[config.mk]
export PLATFORM = sky130hd
export DESIGN_NAME = i2c_wr_cmd_rx
export DESIGN_NICKNAME = d
export VERILOG_FILES = /design/src/rtl/i2cw_pkg.sv /design/src/rtl/i2cw_line_filter.sv /design/src/rtl/i2cw_bus_events.sv /design/src/rtl/i2c_wr_cmd_rx.sv
export SDC_FILE = /design/constraint.sdc
export NUM_CORES = 1
export LEC_CHECK = 0
export BUFFER_PORTS_ARGS = -buffer_cell sky130_fd_sc_hd__buf_2
export CAP_MARGIN = 20
export CORE_ASPECT_RATIO = 0.75
export CORE_UTILIZATION = 60
export CTS_CLUSTER_DIAMETER = 80
export CTS_CLUSTER_SIZE = 28
export DETAILED_ROUTE_END_ITERATION = 6
export GPL_ROUTABILITY_DRIVEN = 0
export PLACE_DENSITY = 0.8
export SLEW_MARGIN = 20
export SYNTH_ARGS = -nofsm -noshare
export SYNTH_HDL_FRONTEND = slang
export SYNTH_SLANG_ARGS = --single-unit
[constraint.sdc]
create_clock -name clk -period 3 [get_ports clk]
set_input_delay 0 -clock clk [delete_from_list [all_inputs] [get_ports clk]]
set_output_delay 0 -clock clk [all_outputs]
set_load 0.01 [all_outputs]
[src/rtl/i2cw_pkg.sv]
package i2cw_pkg;
  localparam int BYTE_W   = 8;
  localparam int STRAP_W  = 3;
  localparam int CNT_W    = 2;
  localparam logic [3:0] DEV_PREFIX = 4'b0101;

  typedef enum logic [1:0] {
    RX_IDLE,
    RX_SHIFT,
    RX_ACK,
    RX_SKIP
  } rx_state_t;

  // true when the first byte addresses this target as a write
  function automatic logic addr_write_hit(input logic [BYTE_W-1:0] first_byte,
                                          input logic [STRAP_W-1:0] strap);
    return (first_byte[BYTE_W-1:1] == {DEV_PREFIX, strap}) && !first_byte[0];
  endfunction

  // ceiling of the count of received payload bytes
  function automatic logic [CNT_W-1:0] next_count(input logic [CNT_W-1:0] cur);
    return (cur == 2'd2) ? cur : cur + 2'd1;
  endfunction
endpackage

[src/rtl/i2cw_line_filter.sv]
module i2cw_line_filter #(
  parameter int SYNC_STAGES = 2,
  parameter int FILT_TAPS   = 3
) (
  input  logic clk,
  input  logic rst_n,
  input  logic raw,
  output logic clean
);
  localparam int HALF = FILT_TAPS / 2;

  logic [SYNC_STAGES-1:0] sync_q;
  logic [FILT_TAPS-1:0]   win_q;

  always_ff @(posedge clk or negedge rst_n) begin
    if (!rst_n) begin
      sync_q <= '1;
      win_q  <= '1;
      clean  <= 1'b1;
    end else begin
      sync_q <= {sync_q[SYNC_STAGES-2:0], raw};
      win_q  <= {win_q[FILT_TAPS-2:0], sync_q[SYNC_STAGES-1]};
      clean  <= ($countones(win_q) > HALF);
    end
  end
endmodule

[src/rtl/i2cw_bus_events.sv]
module i2cw_bus_events (
  input  logic clk,
  input  logic rst_n,
  input  logic scl_c,
  input  logic sda_c,
  output logic ev_start,
  output logic ev_stop,
  output logic ev_rise,
  output logic ev_fall
);
  logic scl_p, sda_p;

  always_ff @(posedge clk or negedge rst_n) begin
    if (!rst_n) begin
      scl_p <= 1'b1;
      sda_p <= 1'b1;
    end else begin
      scl_p <= scl_c;
      sda_p <= sda_c;
    end
  end

  assign ev_start = scl_c && scl_p && sda_p && !sda_c;
  assign ev_stop  = scl_c && scl_p && !sda_p && sda_c;
  assign ev_rise  = scl_c && !scl_p;
  assign ev_fall  = !scl_c && scl_p;

  // the four bus events are mutually exclusive in any cycle
  assert_events_exclusive_R5: assert property (@(posedge clk) disable iff (!rst_n)
    $onehot0({ev_start, ev_stop, ev_rise, ev_fall}));
endmodule

[src/rtl/i2c_wr_cmd_rx.sv]
module i2c_wr_cmd_rx #(
  parameter int SYNC_STAGES = 2,
  parameter int FILT_TAPS   = 3
) (
  input  logic       clk,
  input  logic       rst_n,
  input  logic       scl_in,
  input  logic       sda_in,
  input  logic [2:0] strap_addr,
  output logic       sda_oe,
  output logic       msg_valid,
  output logic [1:0] msg_count,
  output logic [7:0] msg_cmd,
  output logic [7:0] msg_data
);
  import i2cw_pkg::*;

  localparam logic [3:0] BIT_FULL = 4'(BYTE_W);

  logic scl_c, sda_c;
  logic ev_start, ev_stop, ev_rise, ev_fall;

  i2cw_line_filter #(.SYNC_STAGES(SYNC_STAGES), .FILT_TAPS(FILT_TAPS)) u_scl_filt (
    .clk(clk), .rst_n(rst_n), .raw(scl_in), .clean(scl_c));
  i2cw_line_filter #(.SYNC_STAGES(SYNC_STAGES), .FILT_TAPS(FILT_TAPS)) u_sda_filt (
    .clk(clk), .rst_n(rst_n), .raw(sda_in), .clean(sda_c));

  i2cw_bus_events u_events (
    .clk(clk), .rst_n(rst_n), .scl_c(scl_c), .sda_c(sda_c),
    .ev_start(ev_start), .ev_stop(ev_stop), .ev_rise(ev_rise), .ev_fall(ev_fall));

  rx_state_t          state;
  logic [3:0]         bit_cnt;
  logic [1:0]         byte_idx;
  logic [CNT_W-1:0]   got_cnt;
  logic               sel;
  logic [BYTE_W-1:0]  shreg, cmd_q, data_q;

  // named internal events for the assertions
  logic byte_end, addr_hit;
  assign byte_end = (state == RX_SHIFT) && ev_fall && (bit_cnt == BIT_FULL);
  assign addr_hit = addr_write_hit(shreg, strap_addr);

  always_ff @(posedge clk or negedge rst_n) begin
    if (!rst_n) begin
      state     <= RX_IDLE;
      bit_cnt   <= '0;
      byte_idx  <= '0;
      got_cnt   <= '0;
      sel       <= 1'b0;
      shreg     <= '0;
      cmd_q     <= '0;
      data_q    <= '0;
      sda_oe    <= 1'b0;
      msg_valid <= 1'b0;
      msg_count <= '0;
      msg_cmd   <= '0;
      msg_data  <= '0;
    end else begin
      msg_valid <= 1'b0;
      if (ev_start) begin
        state    <= RX_SHIFT;
        bit_cnt  <= '0;
        byte_idx <= '0;
        got_cnt  <= '0;
        sel      <= 1'b0;
        sda_oe   <= 1'b0;
        cmd_q    <= '0;
        data_q   <= '0;
      end else if (ev_stop) begin
        state  <= RX_IDLE;
        sda_oe <= 1'b0;
        sel    <= 1'b0;
        if (sel) begin
          msg_valid <= 1'b1;
          msg_count <= got_cnt;
          msg_cmd   <= cmd_q;
          msg_data  <= data_q;
        end
      end else begin
        case (state)
          RX_SHIFT: begin
            if (ev_rise && bit_cnt != BIT_FULL) begin
              shreg   <= {shreg[BYTE_W-2:0], sda_c};
              bit_cnt <= bit_cnt + 4'd1;
            end else if (byte_end) begin
              bit_cnt <= '0;
              case (byte_idx)
                2'd0: begin
                  if (addr_hit) begin
                    sel    <= 1'b1;
                    sda_oe <= 1'b1;
                    state  <= RX_ACK;
                  end else begin
                    state  <= RX_SKIP;
                  end
                end
                2'd1: begin
                  cmd_q   <= shreg;
                  got_cnt <= next_count(got_cnt);
                  sda_oe  <= 1'b1;
                  state   <= RX_ACK;
                end
                2'd2: begin
                  data_q  <= shreg;
                  got_cnt <= next_count(got_cnt);
                  sda_oe  <= 1'b1;
                  state   <= RX_ACK;
                end
                default: state <= RX_SKIP;
              endcase
            end
          end
          RX_ACK: begin
            if (ev_fall) begin
              sda_oe <= 1'b0;
              state  <= RX_SHIFT;
              if (byte_idx != 2'd3) byte_idx <= byte_idx + 2'd1;
            end
          end
          default: ;
        endcase
      end
    end
  end

  // the strobe only follows a detected STOP
  assert_pulse_after_stop_R5: assert property (@(posedge clk) disable iff (!rst_n)
    msg_valid |-> $past(ev_stop));
  // the strobe lasts a single cycle
  assert_pulse_single_R5: assert property (@(posedge clk) disable iff (!rst_n)
    msg_valid |=> !msg_valid);
  // acknowledge drive begins only right after a clock fall ending a byte
  assert_oe_starts_on_fall_R1: assert property (@(posedge clk) disable iff (!rst_n)
    $rose(sda_oe) |-> $past(byte_end));
  // any START or STOP releases the data line
  assert_oe_released_R8: assert property (@(posedge clk) disable iff (!rst_n)
    (ev_start || ev_stop) |=> !sda_oe);
  // the line is only pulled while this target is selected
  assert_oe_needs_sel_R3: assert property (@(posedge clk) disable iff (!rst_n)
    sda_oe |-> sel);
  // the published count never exceeds two
  assert_count_range_R6: assert property (@(posedge clk) disable iff (!rst_n)
    msg_valid |-> (msg_count <= 2'd2));
endmodule

# Word level (Yosys, flattened, before mapping)
# Cells that the tools add are included.
[word_totals]
regBits = 69
[classes]
n_eq_ne = 18
muxes = 54
order_cmp = 2
n_reduce_logical = 42
add_sub_neg = 7
bitwise = 2
[op_table]
columns = ["operator", "count"]
rows = [
  ["$mux W8", 12],
  ["$add A32 B1 Y32", 2],
  ["$gt A32 B2 Y1 const B", 2],
  ["$mux W2", 17],
  ["$mux W4", 5],
  ["$mux W1", 16],
  ["$ne A4 B4 Y1 const B", 4],
  ["$reduce_bool A2 Y1", 8],
  ["$reduce_and A5 Y1", 3],
  ["$reduce_bool A3 Y1", 5],
  ["$reduce_and A4 Y1", 3],
  ["$reduce_and A6 Y1", 2],
  ["$logic_and A1 B1 Y1", 11],
  ["$ne A2 B2 Y1 const B", 4],
  ["$pmux W2 S2", 2],
  ["$eq A7 B6 Y1", 1],
  ["$eq A2 B2 Y1 const B", 3],
  ["$reduce_and A3 Y1", 2],
  ["$logic_not A1 Y1", 5],
  ["$ne A5 B4 Y1 const B", 1],
  ["$ne A5 B5 Y1 const B", 1],
  ["$add A1 B1 Y2", 2],
  ["$add A2 B1 Y2 const B", 2],
  ["$add A4 B1 Y4 const B", 1],
  ["8 further kinds", 11],
]

# Longest topological paths before layout
[depth]
ltp_word = 9
ltp_mapped = 9
mapped_depth_nobuf = 7

# By module
# A second synthesis with hierarchy kept.
[unflattened]
hier_cells = 229
hier_area_um2 = 2991.6
[modules_own_cells]
columns = ["module", "n_inst", "cells_per_inst", "seq_area_each_um2", "area_per_inst_um2"]
rows = [
  ["i2c_wr_cmd_rx", 1, 207, 1376.3, 2548.7],
  ["i2cw_line_filter", 2, 8, 157.7, 177.7],
  ["i2cw_bus_events", 1, 6, 52.6, 87.6],
]

# Least setup slack after synthesis
# OpenSTA, ideal clock, no wires.
[synth_timing]
path_type = "reg2reg"
from = "reg bit_cnt[0]"
to = "reg shreg[0]"
synth_period_minus_slack_ns = 1.717
required_time_ns = 2.875
stages_incl_launch_ff = 7
setup_slack_ns = 1.283
arrival_ns = 1.592
setup_ns = 0.125
cell_sequence = "dfrtp_1 -> inv_1 -> ha_1 -> and3b_2 -> nor3_4 -> buf_4 -> mux2_2"
[synth_between]
elab_chain_len = 3
[synth_rtl]
columns = ["element", "line_no", "text"]
rows = [
  ["from (decl)", "i2c_wr_cmd_rx.sv:33", "logic [3:0] bit_cnt;"],
  ["from (signal assigned)", "i2c_wr_cmd_rx.sv:85", "bit_cnt <= bit_cnt + 4'd1;"],
  ["$ne A4 B4 Y1", "i2c_wr_cmd_rx.sv:83", "if (ev_rise && bit_cnt != BIT_FULL) begin"],
  ["$logic_and A1 B1 Y1", "i2c_wr_cmd_rx.sv:83", ""],
  ["$reduce_and A4 Y1 (no source line)", "n/a", ""],
  ["to (signal assigned)", "i2c_wr_cmd_rx.sv:84", "shreg <= {shreg[BYTE_W-2:0], sda_c};"],
  ["to (decl)", "i2c_wr_cmd_rx.sv:37", "logic [BYTE_W-1:0] shreg, cmd_q, data_q;"],
]
# Every way passes these cells.
# A chain may end at the register's enable or synchronous reset.

# Worst setup path after layout
[layout_timing]
from = "reg u_events.scl_p"
to = "reg msg_data[5]"
[layout_between]
elab_chain_len = 5
elab_cells_between_ends = 7
cone_classes = "bitwise: 1; reduce/logical: 6"
[layout_rtl]
columns = ["element", "line_no", "text"]
rows = [
  ["from (decl)", "i2cw_bus_events.sv:11", "logic scl_p, sda_p;"],
  ["from (signal assigned)", "i2cw_bus_events.sv:18", "scl_p <= scl_c;"],
  ["$logic_and A1 B1 Y1 *", "i2cw_bus_events.sv:23, i2cw_bus_events.sv:24", ""],
  ["$logic_and A1 B1 Y1 (2 in a row)", "i2cw_bus_events.sv:23", "assign ev_start = scl_c && scl_p && sda_p && !sda_c;"],
  ["$not A1 Y1 (no source line)", "n/a", ""],
  ["$reduce_and A3 Y1 (no source line) *", "n/a", ""],
  ["to (signal assigned)", "i2c_wr_cmd_rx.sv:78", "msg_data <= data_q;"],
  ["to (decl)", "i2c_wr_cmd_rx.sv:14", "output logic [7:0] msg_data"],
]
# Every way passes the cells marked *; elsewhere a longest branch is shown, timed or not.

==> summary.md <==
| Metric | Value |
|---|---|
| Count of port buffers added during placement | `26` |
| Placement row count | `21` |
| Die Width | `slightly above 80 um` |
| Via count of the first global-routing pass | `1,804` |
| Vias per cell | `~5.3` |
| Gate count after technology mapping | `approximately 230` |
| Status | `finished clean` |
| Clock root buffer | `clkbuf_8` |
| Net count of the finished layout | `approximately 280` |
| Syn. warnings | `0` |
| Hold violation count in the final report | `0` |
| Setup total negative slack | `0 ps` |
| Synthesized area divided by synthesized cell count | `between 10 and 15 um^2` |
| Arrival time of data at the critical path endpoint | `between 2000 and 2500 ps` |
| VDD IR max | `roughly 0.46 mV` |
| Max-slew headroom at the worst pin | `a little over two fifths` |
| Fraction of the yosys area taken by sequential cells | `between 60% and 70%` |
| Fillers | `around 330` |
| Reg clk slew, reported paths | `~70 ps` |
| Post-route clock period utilization | `approximately two thirds` |
| Overall Power | `approximately 2600 uW` |
| Number of top-level pins | `27` |
| Distinct cells, synth | `44` |
| DIE HEIGHT | `62.15 um` |
| Maximum net fanout on the critical path | `20` |
| Total length of routed wires | `slightly below 5000 um` |
| Pwr dens | `slightly below 800 nW/um^2` |
| Starting density of the core | `between 60% and 70%` |
| Leading cell type in the layout, fill and taps excluded | `dfrtp_1` |
| Layout cells sized above 1 | `28.62%` |
| Area inside the core boundary | `between 4000 and 5000 um^2` |
| First-pass DRT Iterations | `4` |
| Flip-flop cell with the highest count after synthesis | `dfrtp_1` |
| Iteration-0 DRC count of the detailed router | `around 80` |
| Kind of start point of the critical path | `register` |
| Global-route wire length before repair | `about 8600 um` |
| Antenna diode count | `0` |
| Async set-or-reset flop fraction in the synthesized netlist | `100.0%` |
| Hold crit path type | `input pin to register` |
| Post-Synth XOR/XNOR Area | `under 10%` |
| Worst-skew pair later-pin latency | `350 ps` |
| Largest family of logic cells by synthesized area | `simple AND/OR/NAND/NOR gates` |
| Global-route total usage across every layer | `approximately a quarter` |
| Post-synthesis cell type with the largest combined area | `dfrtp_1` |
| Flip-flop and latch count after synthesis | `69` |
| Area grow syn2layout | `14.48%` |
| Post_cts resized | `0` |
| Final count of negative-setup-slack endpoints | `0` |
| Fin Hold WS | `248.1 ps` |
| Post-route clock skew | `between 4 and 5 ps` |
| Static Leakage | `between 0.0015 and 0.002 uW` |
| Top cells by area, synth | `dfrtp_1, dfstp_2, mux2_1` |
| Longest Clk Path Bufs | `2` |
| Synthesized net count | `between 200 and 250` |
| Wire length per cell after detailed routing | `about 15 um` |
| Max-slew violations | `0` |
| Initial antenna violation count | `0` |
| Post-synthesis share of cell area spent on and, or, nand and nor gates | `a little under an eighth` |
| Worst setup path category | `register to register` |
| Slew at the pin closest to its max-slew limit | `around 860 ps` |
| Total clock sinks | `slightly below 70` |
| Syn Std Cell Area | `between 2000 and 3000 um^2` |
| Number of vias after detailed routing | `between 1,500 and 2,000` |
| Most frequent cells in the layout | `dfrtp_1, nand2_1, buf_2` |
| Post-route DRC violation count | `0` |
| Unrepaired setup endpoints after global routing | `false` |
| Adder-cell share of the synthesized area | `4.756%` |
| Number of nets with antenna violations after routing | `0` |
| Die area | `between 5000 and 6000 um^2` |
| Final HPWL DP | `approximately 3500 um` |
| CTS tree | `done` |
| Number of enable-type register cells in the synthesized netlist | `0` |
| Required time at the worst-slack endpoint | `~3200 ps` |
| Pin count of the biggest net entering global routing | `35` |
| Util after Layout | `72.89%` |
| Area share of the largest cell type after synthesis | `between 40% and 50%` |
| Highest Clock Rate | `roughly 500 MHz` |
| Mux contribution to synthesized area | `about a tenth` |
| H-tree lvl count | `3` |
| Critical Path End Type | `register` |
| Maxcap violations | `0` |
| Grt total ovfl | `0` |
| Share of the synthesized area in compound gates (AO/OA/AOI/OAI) | `just under 8%` |
| Number of clock buffers inserted by TritonCTS | `9` |
| Min cycle time layout | `about 2000 ps` |
## worst max-delay path, cell delays in order (launching register included)
cell and delay (ps):
dfstp_2 580, nand2_1 130, nor2_1 130, nand2_1 510, mux2_1 530
## cells in the mapped netlist, types with 2 or more instances
library cell	instances
a211oi_1	2
a21o_1	3
a21oi_4	2
buf_2	2
buf_6	2
dfrtp_1	55
dfstp_2	14
ha_1	11
inv_1	11
mux2_1	18
mux2_2	8
nand2_1	34
nand2b_1	4
nand3_1	3
nor2_1	9
o21ai_0	4
o21ai_1	16
or3_1	2
xnor2_1	4
## area by class of cell
type | instances | area (um^2) | area share [%]
flip-flops and latches | 69 | 1744 | 52.64
multi-input cells | 142 | 1050 | 31.68
repair buffers | 31 | 175.2 | 5.287
clock buffers | 10 | 137.6 | 4.154
clock inverters | 6 | 93.84 | 2.832
well taps | 57 | 71.32 | 2.153
inverters | 11 | 41.29 | 1.246
## final timing paths
| path | cells past startpoint | end | slack (ps) | from |
|---|---|---|---|---|
| hold reg to reg | 0 | u_scl_filt.win_q[0] | 360 | u_scl_filt.sync_q[1] |
| hold / removal | 6 | sel | 250 | strap_addr[0] |
| min in group asynchronous | 2 | msg_valid | 260 | rst_n |
| setup reg to reg | 4 | msg_data[5] | 1000 | u_events.scl_p |
| setup / recovery | 4 | msg_data[5] | 1000 | u_events.scl_p |
| max in group asynchronous | 3 | u_sda_filt.win_q[2] | 1930 | rst_n |
## state kept, by name, summed over array words and instances, names as in the netlist, 3 cells and up
| signal | count |
|---|---|
| cmd_q | 8 |
| u_sda_filt.win_q | 3 |
| msg_data | 8 |
| data_q | 8 |
| shreg | 8 |
| bit_cnt | 4 |
| u_scl_filt.win_q | 3 |
| msg_cmd | 8 |
## kinds of logic (layout without fill, tap and decap cells)
group	Yosys count	after routing
muxes	27	27
xor gates and xnor gates	5	5
buffers and inverters	18	58
DFF	69	69
and+or+nand+nor	65	65
adders and majority gates	11	11
AOI/OAI and AO/OA	34	34
## metal layers
layer  wire [um]  GRT usage, %  up-vias
li1            -             -      849
met1        2308         31.17      847
met4          46         7.237        0
met5           0             0        -
met2        2274         35.54       36
met3         231         11.18        5
## power by group
group          internal [uW]  leakage [uW]  total (uW)  switching, uW
Sequential              1130      0.000883        1270            146
Combinational            226      0.000650         504            277
Clock                    496      0.000113         850            354
Total                   1850       0.00165        2630            778
## stage by stage
stage,area [um^2],worst slack (ps),cells
CTS,3313,948.1,326
global route,3313,802.2,326
floorplan,2894,1283,229
global placement,3052,991.7,307
detailed placement,3052,959.8,307
finish,3313,1000,326
## repair_timing
item	4_1_cts	5_1_grt
buffers inserted	0	0
hold endpoints to repair	34	0
endpoints found under the setup margin	0	0
hold buffers	3	0
Note: power is estimated with default switching activity, not from simulation.
